<file path="config.mk">
export PLATFORM = sky130hd
export DESIGN_NAME = sar_seq_core
export DESIGN_NICKNAME = d
export VERILOG_FILES = /design/src/rtl/sar_seq_pkg.sv /design/src/rtl/sar_halfrate.sv /design/src/rtl/sar_host_if.sv /design/src/rtl/sar_engine.sv /design/src/rtl/sar_out.sv /design/src/rtl/sar_seq_core.sv
export SDC_FILE = /design/constraint.sdc
export NUM_CORES = 1
export LEC_CHECK = 0
export ABC_CLOCK_PERIOD_IN_PS = 5100
export BUFFER_PORTS_ARGS = -buffer_cell sky130_fd_sc_hd__buf_4
export CAP_MARGIN = 20
export CORE_MARGIN = 2
export CORE_UTILIZATION = 55
export DETAILED_ROUTE_END_ITERATION = 6
export PLACE_DENSITY = 0.73
export SLEW_MARGIN = 20
export SYNTH_ARGS = -nofsm -noshare
export SYNTH_HDL_FRONTEND = slang
export SYNTH_SLANG_ARGS = --single-unit
</file>
<file path="constraint.sdc">
create_clock -name clk -period 5.1 [get_ports clk]
set_input_delay 0.765 -clock clk [delete_from_list [all_inputs] [get_ports clk]]
set_output_delay 0.765 -clock clk [all_outputs]
set_load 0.1 [all_outputs]
</file>
<file path="src/rtl/sar_seq_pkg.sv">
package sar_seq_pkg;

  typedef enum logic [1:0] {ST_IDLE, ST_ACQ, ST_CONV} sar_state_e;

  typedef struct packed {
    logic       left;
    logic       res8;
    logic       unsgn;
    logic [4:0] addr;
  } sar_cfg_t;

  // Number of decided bits for a given mode
  function automatic logic [3:0] code_width(input logic res8, input logic unsgn,
                                            input int hi_bits, input int lo_bits);
    int w;
    w = (res8 ? lo_bits : hi_bits) + (unsgn ? 0 : 1);
    return 4'(w);
  endfunction

  // Place a finished offset-binary code into a 16-bit justified word
  function automatic logic [15:0] place_word(input logic [10:0] raw, input logic [3:0] w,
                                             input logic sgn, input logic left);
    logic [10:0] tc;
    logic [15:0] v;
    logic        msb;
    tc  = sgn ? (raw ^ (11'd1 << (w - 4'd1))) : raw;
    msb = tc[w - 4'd1];
    for (int i = 0; i < 16; i++) begin
      if (i < int'(w)) v[i] = tc[i];
      else             v[i] = sgn & msb;
    end
    if (left) v = v << (5'd16 - 5'(w));
    return v;
  endfunction

endpackage

</file>
<file path="src/rtl/sar_halfrate.sv">
module sar_halfrate (
  input  logic clk,
  input  logic rst_n,
  output logic tick
);
  logic ph_q;
  always_ff @(posedge clk or negedge rst_n) begin
    if (!rst_n) ph_q <= 1'b0;
    else        ph_q <= ~ph_q;
  end
  // edge at which the half-rate clock falls
  assign tick = ph_q;
endmodule

</file>
<file path="src/rtl/sar_host_if.sv">
module sar_host_if
  import sar_seq_pkg::*;
(
  input  logic       clk,
  input  logic       rst_n,
  input  logic       cs_n,
  input  logic       wr_n,
  input  logic       rd_n,
  input  logic [7:0] din,
  output sar_cfg_t   cfg,
  output logic       start_req,
  output logic       rd_fall,
  output logic       rd_end
);
  logic wr_act, rd_act, wr_act_q, rd_act_q;

  assign wr_act = !cs_n && !wr_n;
  assign rd_act = !cs_n && !rd_n && wr_n;

  always_ff @(posedge clk or negedge rst_n) begin
    if (!rst_n) begin
      cfg      <= '0;
      wr_act_q <= 1'b0;
      rd_act_q <= 1'b0;
    end else begin
      wr_act_q <= wr_act;
      rd_act_q <= rd_act;
      if (wr_act && rd_n) cfg <= sar_cfg_t'(din);
    end
  end

  assign start_req = wr_act_q && !wr_act;
  assign rd_fall   = rd_act && !rd_act_q;
  assign rd_end    = rd_act_q && !rd_act;
endmodule

</file>
<file path="src/rtl/sar_engine.sv">
module sar_engine
  import sar_seq_pkg::*;
#(
  parameter int HI_BITS   = 10,
  parameter int LO_BITS   = 8,
  parameter int ACQ_HALF  = 3,
  localparam int MAX_W    = HI_BITS + 1,
  localparam int HC_W     = (ACQ_HALF > 1) ? $clog2(ACQ_HALF) : 1
) (
  input  logic             clk,
  input  logic             rst_n,
  input  logic             tick,
  input  logic             start_req,
  input  logic             cfg_res8,
  input  logic             cfg_unsgn,
  input  logic             cfg_left,
  input  logic             cmp_i,
  output logic [MAX_W-1:0] trial,
  output logic             acq,
  output logic             done_evt,
  output logic [MAX_W-1:0] res_next,
  output logic [3:0]       w_q,
  output logic             sgn_q,
  output logic             left_q
);
  sar_state_e      state;
  logic [HC_W-1:0] hcnt;
  logic [3:0]      idx;
  logic            pend;

  always_comb begin
    res_next = trial;
    res_next[idx] = cmp_i;
    if (idx != 4'd0) res_next[idx - 4'd1] = 1'b1;
  end

  assign done_evt = (state == ST_CONV) && tick && (idx == 4'd0);
  assign acq      = (state == ST_ACQ);

  always_ff @(posedge clk or negedge rst_n) begin
    if (!rst_n) begin
      state  <= ST_IDLE;
      hcnt   <= '0;
      idx    <= '0;
      trial  <= '0;
      pend   <= 1'b0;
      w_q    <= 4'(HI_BITS + 1);
      sgn_q  <= 1'b1;
      left_q <= 1'b0;
    end else begin
      if (start_req) pend <= 1'b1;
      unique case (state)
        ST_IDLE: if (pend && tick) begin
          state  <= ST_ACQ;
          hcnt   <= '0;
          pend   <= start_req;
          w_q    <= code_width(cfg_res8, cfg_unsgn, HI_BITS, LO_BITS);
          sgn_q  <= !cfg_unsgn;
          left_q <= cfg_left;
        end
        ST_ACQ: if (tick) begin
          if (hcnt == HC_W'(ACQ_HALF - 1)) begin
            state <= ST_CONV;
            idx   <= w_q - 4'd1;
            trial <= MAX_W'(1) << (w_q - 4'd1);
          end else begin
            hcnt <= hcnt + 1'b1;
          end
        end
        ST_CONV: if (tick) begin
          trial <= res_next;
          if (idx == 4'd0) state <= ST_IDLE;
          else             idx   <= idx - 4'd1;
        end
        default: state <= ST_IDLE;
      endcase
    end
  end
endmodule

</file>
<file path="src/rtl/sar_out.sv">
module sar_out
  import sar_seq_pkg::*;
#(
  parameter int MAX_W = 11
) (
  input  logic             clk,
  input  logic             rst_n,
  input  logic             done_evt,
  input  logic [MAX_W-1:0] res_next,
  input  logic [3:0]       w_q,
  input  logic             sgn_q,
  input  logic             left_q,
  input  logic             rd_fall,
  input  logic             rd_end,
  input  logic             cs_n,
  input  logic             rd_n,
  output logic [7:0]       dout,
  output logic             dout_oe,
  output logic             int_n,
  output logic             byte_sel
);
  logic [15:0] word_q;

  always_ff @(posedge clk or negedge rst_n) begin
    if (!rst_n) begin
      word_q   <= '0;
      int_n    <= 1'b1;
      byte_sel <= 1'b0;
    end else begin
      if (done_evt) begin
        word_q   <= place_word(11'(res_next), w_q, sgn_q, left_q);
        int_n    <= 1'b0;
        byte_sel <= 1'b0;
      end else begin
        if (rd_fall) int_n    <= 1'b1;
        if (rd_end)  byte_sel <= ~byte_sel;
      end
    end
  end

  assign dout    = byte_sel ? word_q[7:0] : word_q[15:8];
  assign dout_oe = !cs_n && !rd_n;
endmodule

</file>
<file path="src/rtl/sar_seq_core.sv">
module sar_seq_core
  import sar_seq_pkg::*;
#(
  parameter int HI_BITS  = 10,
  parameter int LO_BITS  = 8,
  parameter int ACQ_HALF = 3,
  localparam int MAX_W   = HI_BITS + 1
) (
  input  logic             clk,
  input  logic             rst_n,
  input  logic             cs_n,
  input  logic             wr_n,
  input  logic             rd_n,
  input  logic [7:0]       din,
  input  logic             cmp_i,
  output logic [7:0]       dout,
  output logic             dout_oe,
  output logic             int_n,
  output logic [4:0]       mux_addr,
  output logic [MAX_W-1:0] trial_o,
  output logic             acq_o
);
  sar_cfg_t         cfg;
  logic             tick_w, start_w, rd_fall_w, rd_end_w, done_w;
  logic [MAX_W-1:0] res_w;
  logic [3:0]       w_w;
  logic             sgn_w, left_w, byte_sel_w;

  sar_halfrate u_half (.clk(clk), .rst_n(rst_n), .tick(tick_w));

  sar_host_if u_host (
    .clk(clk), .rst_n(rst_n), .cs_n(cs_n), .wr_n(wr_n), .rd_n(rd_n), .din(din),
    .cfg(cfg), .start_req(start_w), .rd_fall(rd_fall_w), .rd_end(rd_end_w));

  sar_engine #(.HI_BITS(HI_BITS), .LO_BITS(LO_BITS), .ACQ_HALF(ACQ_HALF)) u_eng (
    .clk(clk), .rst_n(rst_n), .tick(tick_w), .start_req(start_w),
    .cfg_res8(cfg.res8), .cfg_unsgn(cfg.unsgn), .cfg_left(cfg.left), .cmp_i(cmp_i),
    .trial(trial_o), .acq(acq_o), .done_evt(done_w), .res_next(res_w),
    .w_q(w_w), .sgn_q(sgn_w), .left_q(left_w));

  sar_out #(.MAX_W(MAX_W)) u_out (
    .clk(clk), .rst_n(rst_n), .done_evt(done_w), .res_next(res_w), .w_q(w_w),
    .sgn_q(sgn_w), .left_q(left_w), .rd_fall(rd_fall_w), .rd_end(rd_end_w),
    .cs_n(cs_n), .rd_n(rd_n), .dout(dout), .dout_oe(dout_oe), .int_n(int_n),
    .byte_sel(byte_sel_w));

  assign mux_addr = cfg.addr;
endmodule

</file>
==> qor.yml <==
wirelength_um: 9520
syn_avg_cell_area_sq_um: 8.93
cts_resized: 0
crit_type: "reg -> reg"
cp_max_fo: 33
htree_levels: 2
path_clk_slew_ns: 0.10
whs_path_depth: 1
synth_area_leaders: "dfrtp_1, ha_1, mux2_2"
gp_congestion: 1.01
synth_cell_types: 77
drv_cap: 0
ctsHoldBuffers: 0
setup-tns-final_ns: 0
worstMarginPinSlew_ns: 0.989
dp_hpwl_um: 6940
reg2reg_slack_ns: 1.64
reg2regPathDepth: 7
report.final.slew_viol_count: 0
synth_top_area_cell: "dfrtp_1"
ys_ff_latch: 52
slew_headroom_pct: 34.1
drive_gt1_share_pct: 20.3
synth_warnings: 0
io_pins: 41
die_h_um: 88.0
die_area_sq_um: 7740
overflow: 0
fin_skew_ns: 0.00688
yosysSeqAreaShare_pct: 33.7
critPathRequiredTime_ns: 5.32
firstDrtPassIters: 5
die_x_um: 88.0
tritoncts: "done"
postCtsSetupBuffers: 0
vias: 3436
min_path_type: "reg -> reg"
grt_max_degree: 53
hold_path_end: "u_eng.w_q[1]"
syn_nets: 465
netlist.area_leader.share_pct: 31.6
cp-start-kind: "register"
wl_per_cell_um: 17.3
antenna_left: 0
critPathArrivalTime_ns: 3.69
ys.flop_type: "dfrtp_1"
filler_cell_count: 574
async_flop_share_pct: 100
area_growth_pct: 10.6
setup-violations-final: 0
initial_core_util_pct: 57.1
io_buffers: 40
nNetsFinal: 484
status: "finished, final reports clean"
core_area_sq_um: 6790
synthCells: 434
drt_iter0_markers: 318
worst_r2r_startpoint: "u_eng.w_q[0]"
viasPerCell: 6.25
placed_cell_area_sq_um: 4150
r2r-end: "u_out.word_q[14]"
cts_root_buffer: "clkbuf_8"
timing.final.crit_share_pct: 67.9
drcViolationCount: 0
clockBufferDepth: 2
clock-sinks: 52
cp-end-kind: "register"
grt_pass1_vias: 3088
max_freq_mhz: 289
fin_crit_ns: 3.46
antenna_found_initial: 0
gr-usage-all-layers_pct: 26.0
clkLatencyLatePin_ns: 0.32
rsz0062_at_grt: "false"
synth_edf_count: 0
rows: 30
syn_area_sq_um: 3880
num_antenna_cells: 0
final_cell_area_sq_um: 4290
hold_start: "u_host.cfg[6]"
grt_pass1_wl_um: 15700
cts_made_buffers: 5
hold_viol_final: 0
-- metrics by stage --
stage / setup slack (ns) / hold WS, ns / utilization (%) / std cells
6_report: 1.64 / 0.438 / 63.1 / 550
5_1_grt: 1.38 / 0.480 / 63.1 / 550
4_1_cts: 1.71 / 0.440 / 63.1 / 550
3_5_place_dp: 1.74 / 0.425 / 61.1 / 542
3_3_place_gp: 1.84 / 0.413 / 61.1 / 542
2_1_floorplan: 2.29 / 0.401 / - / 434
-- final cells by class --
type,instances,area (sq um),share of cell area [%]
multi-input cells,334,2350,54.7
repair buffers,41,308,7.18
clock buffers,5,68.8,1.60
flip-flops and latches,52,1310,30.4
clock inverters,3,68.8,1.60
inverters,19,71.3,1.66
well taps,96,120,2.80
-- worst max path at each step --
| stage | cells past startpoint | from | endpoint |
|---|---|---|---|
| finish | 7 | u_eng.w_q[0] | u_out.word_q[14] |
| global route | 9 | u_eng.w_q[0] | u_out.word_q[10] |
| CTS | 9 | u_eng.w_q[0] | u_out.word_q[6] |
| detailed placement | 7 | u_eng.w_q[0] | u_out.word_q[14] |
| global placement | 7 | u_eng.w_q[0] | u_out.word_q[14] |
| floorplan | 1 | cs_n | dout_oe |
-- synthesized netlist by cell type (4+ instances only) --
cell type and instances:
inv_1 18, nand3b_1 7, dfrtp_1 49, clkbuf_1 13
buf_6 4, o21ai_0 29, a22oi_1 4, a211oi_1 6
a31oi_1 6, xnor2_1 8, o22a_1 4, ha_1 17
nand2b_1 5, buf_2 6, buf_1 4, nand2_1 53
mux2_2 18, and2_1 5, nor2_1 31, nor3_1 4
a21oi_1 19, xor2_1 4, nand4_1 4, o211ai_1 4
o21a_1 6, mux2i_1 11, nand3_1 16
-- critical path: stages, from the launching register on --
cell,delay (ns)
dfstp_2,0.94
inv_1,0.39
ha_1,0.76
clkinv_1,0.40
nand2_1,0.18
o221a_2,0.26
a21oi_1,0.13
a311oi_1,0.30
-- sequential cells by signal (all words and copies together) (netlist names) --
name,flops
u_eng.hcnt,2
u_eng.idx,4
u_eng.left_q,1
u_eng.pend,1
u_eng.state,2
u_eng.trial,11
u_eng.w_q,2
u_half.tick,1
u_host.cfg,8
u_host.rd_act_q,1
u_host.wr_act_q,1
u_out.byte_sel,1
u_out.int_n,1
u_out.word_q,16
-- routing by layer --
metal	up-vias	track usage [%]	routed length (um)
met3	13	3.49	688
li1	1608	-	-
met2	156	42.4	4530
met4	0	6.57	136
met5	-	0	0
met1	1659	36.8	4160
-- cell families (layout without fill, tap and decap cells) --
logic type	Yosys count	in the layout	share of synthesized area, %
buffers and inverters	48	68	5.81
AO/OA/AOI/OAI	124	124	23.6
XOR/XNOR	13	13	3.13
adder cells (fa/ha/maj)	17	17	5.49
multiplexers	31	31	9.01
flip-flops	52	52	33.7
AND/OR/NAND/NOR	149	149	19.3
-- placed cells by master, fill, tap and decap left out, types with 4 or more instances in the layout --
master    netlist  layout
inv_1          18      18
mux2i_1        11      11
o211ai_1        4       4
a211oi_1        6       6
and2_1          5       5
o21ai_0        29      28
dfrtp_1        49      49
nand3_1        16      16
nor2_1         31      31
nand2_1        53      53
xnor2_1         8       8
nand4_1         4       4
a21oi_1        19      19
a22oi_1         4       4
a31oi_1         6       6
ha_1           17      17
xor2_1          4       4
nor3_1          4       4
nand3b_1        7       7
o21ai_1         3       4
buf_4           2      41
o21a_1          6       6
nand2b_1        5       5
o22a_1          4       4
mux2_2         18      18
clkbuf_8        0       5
Power is not shown: default switching activity piles up to over one toggle a cycle in this logic, so the estimate is an artifact.
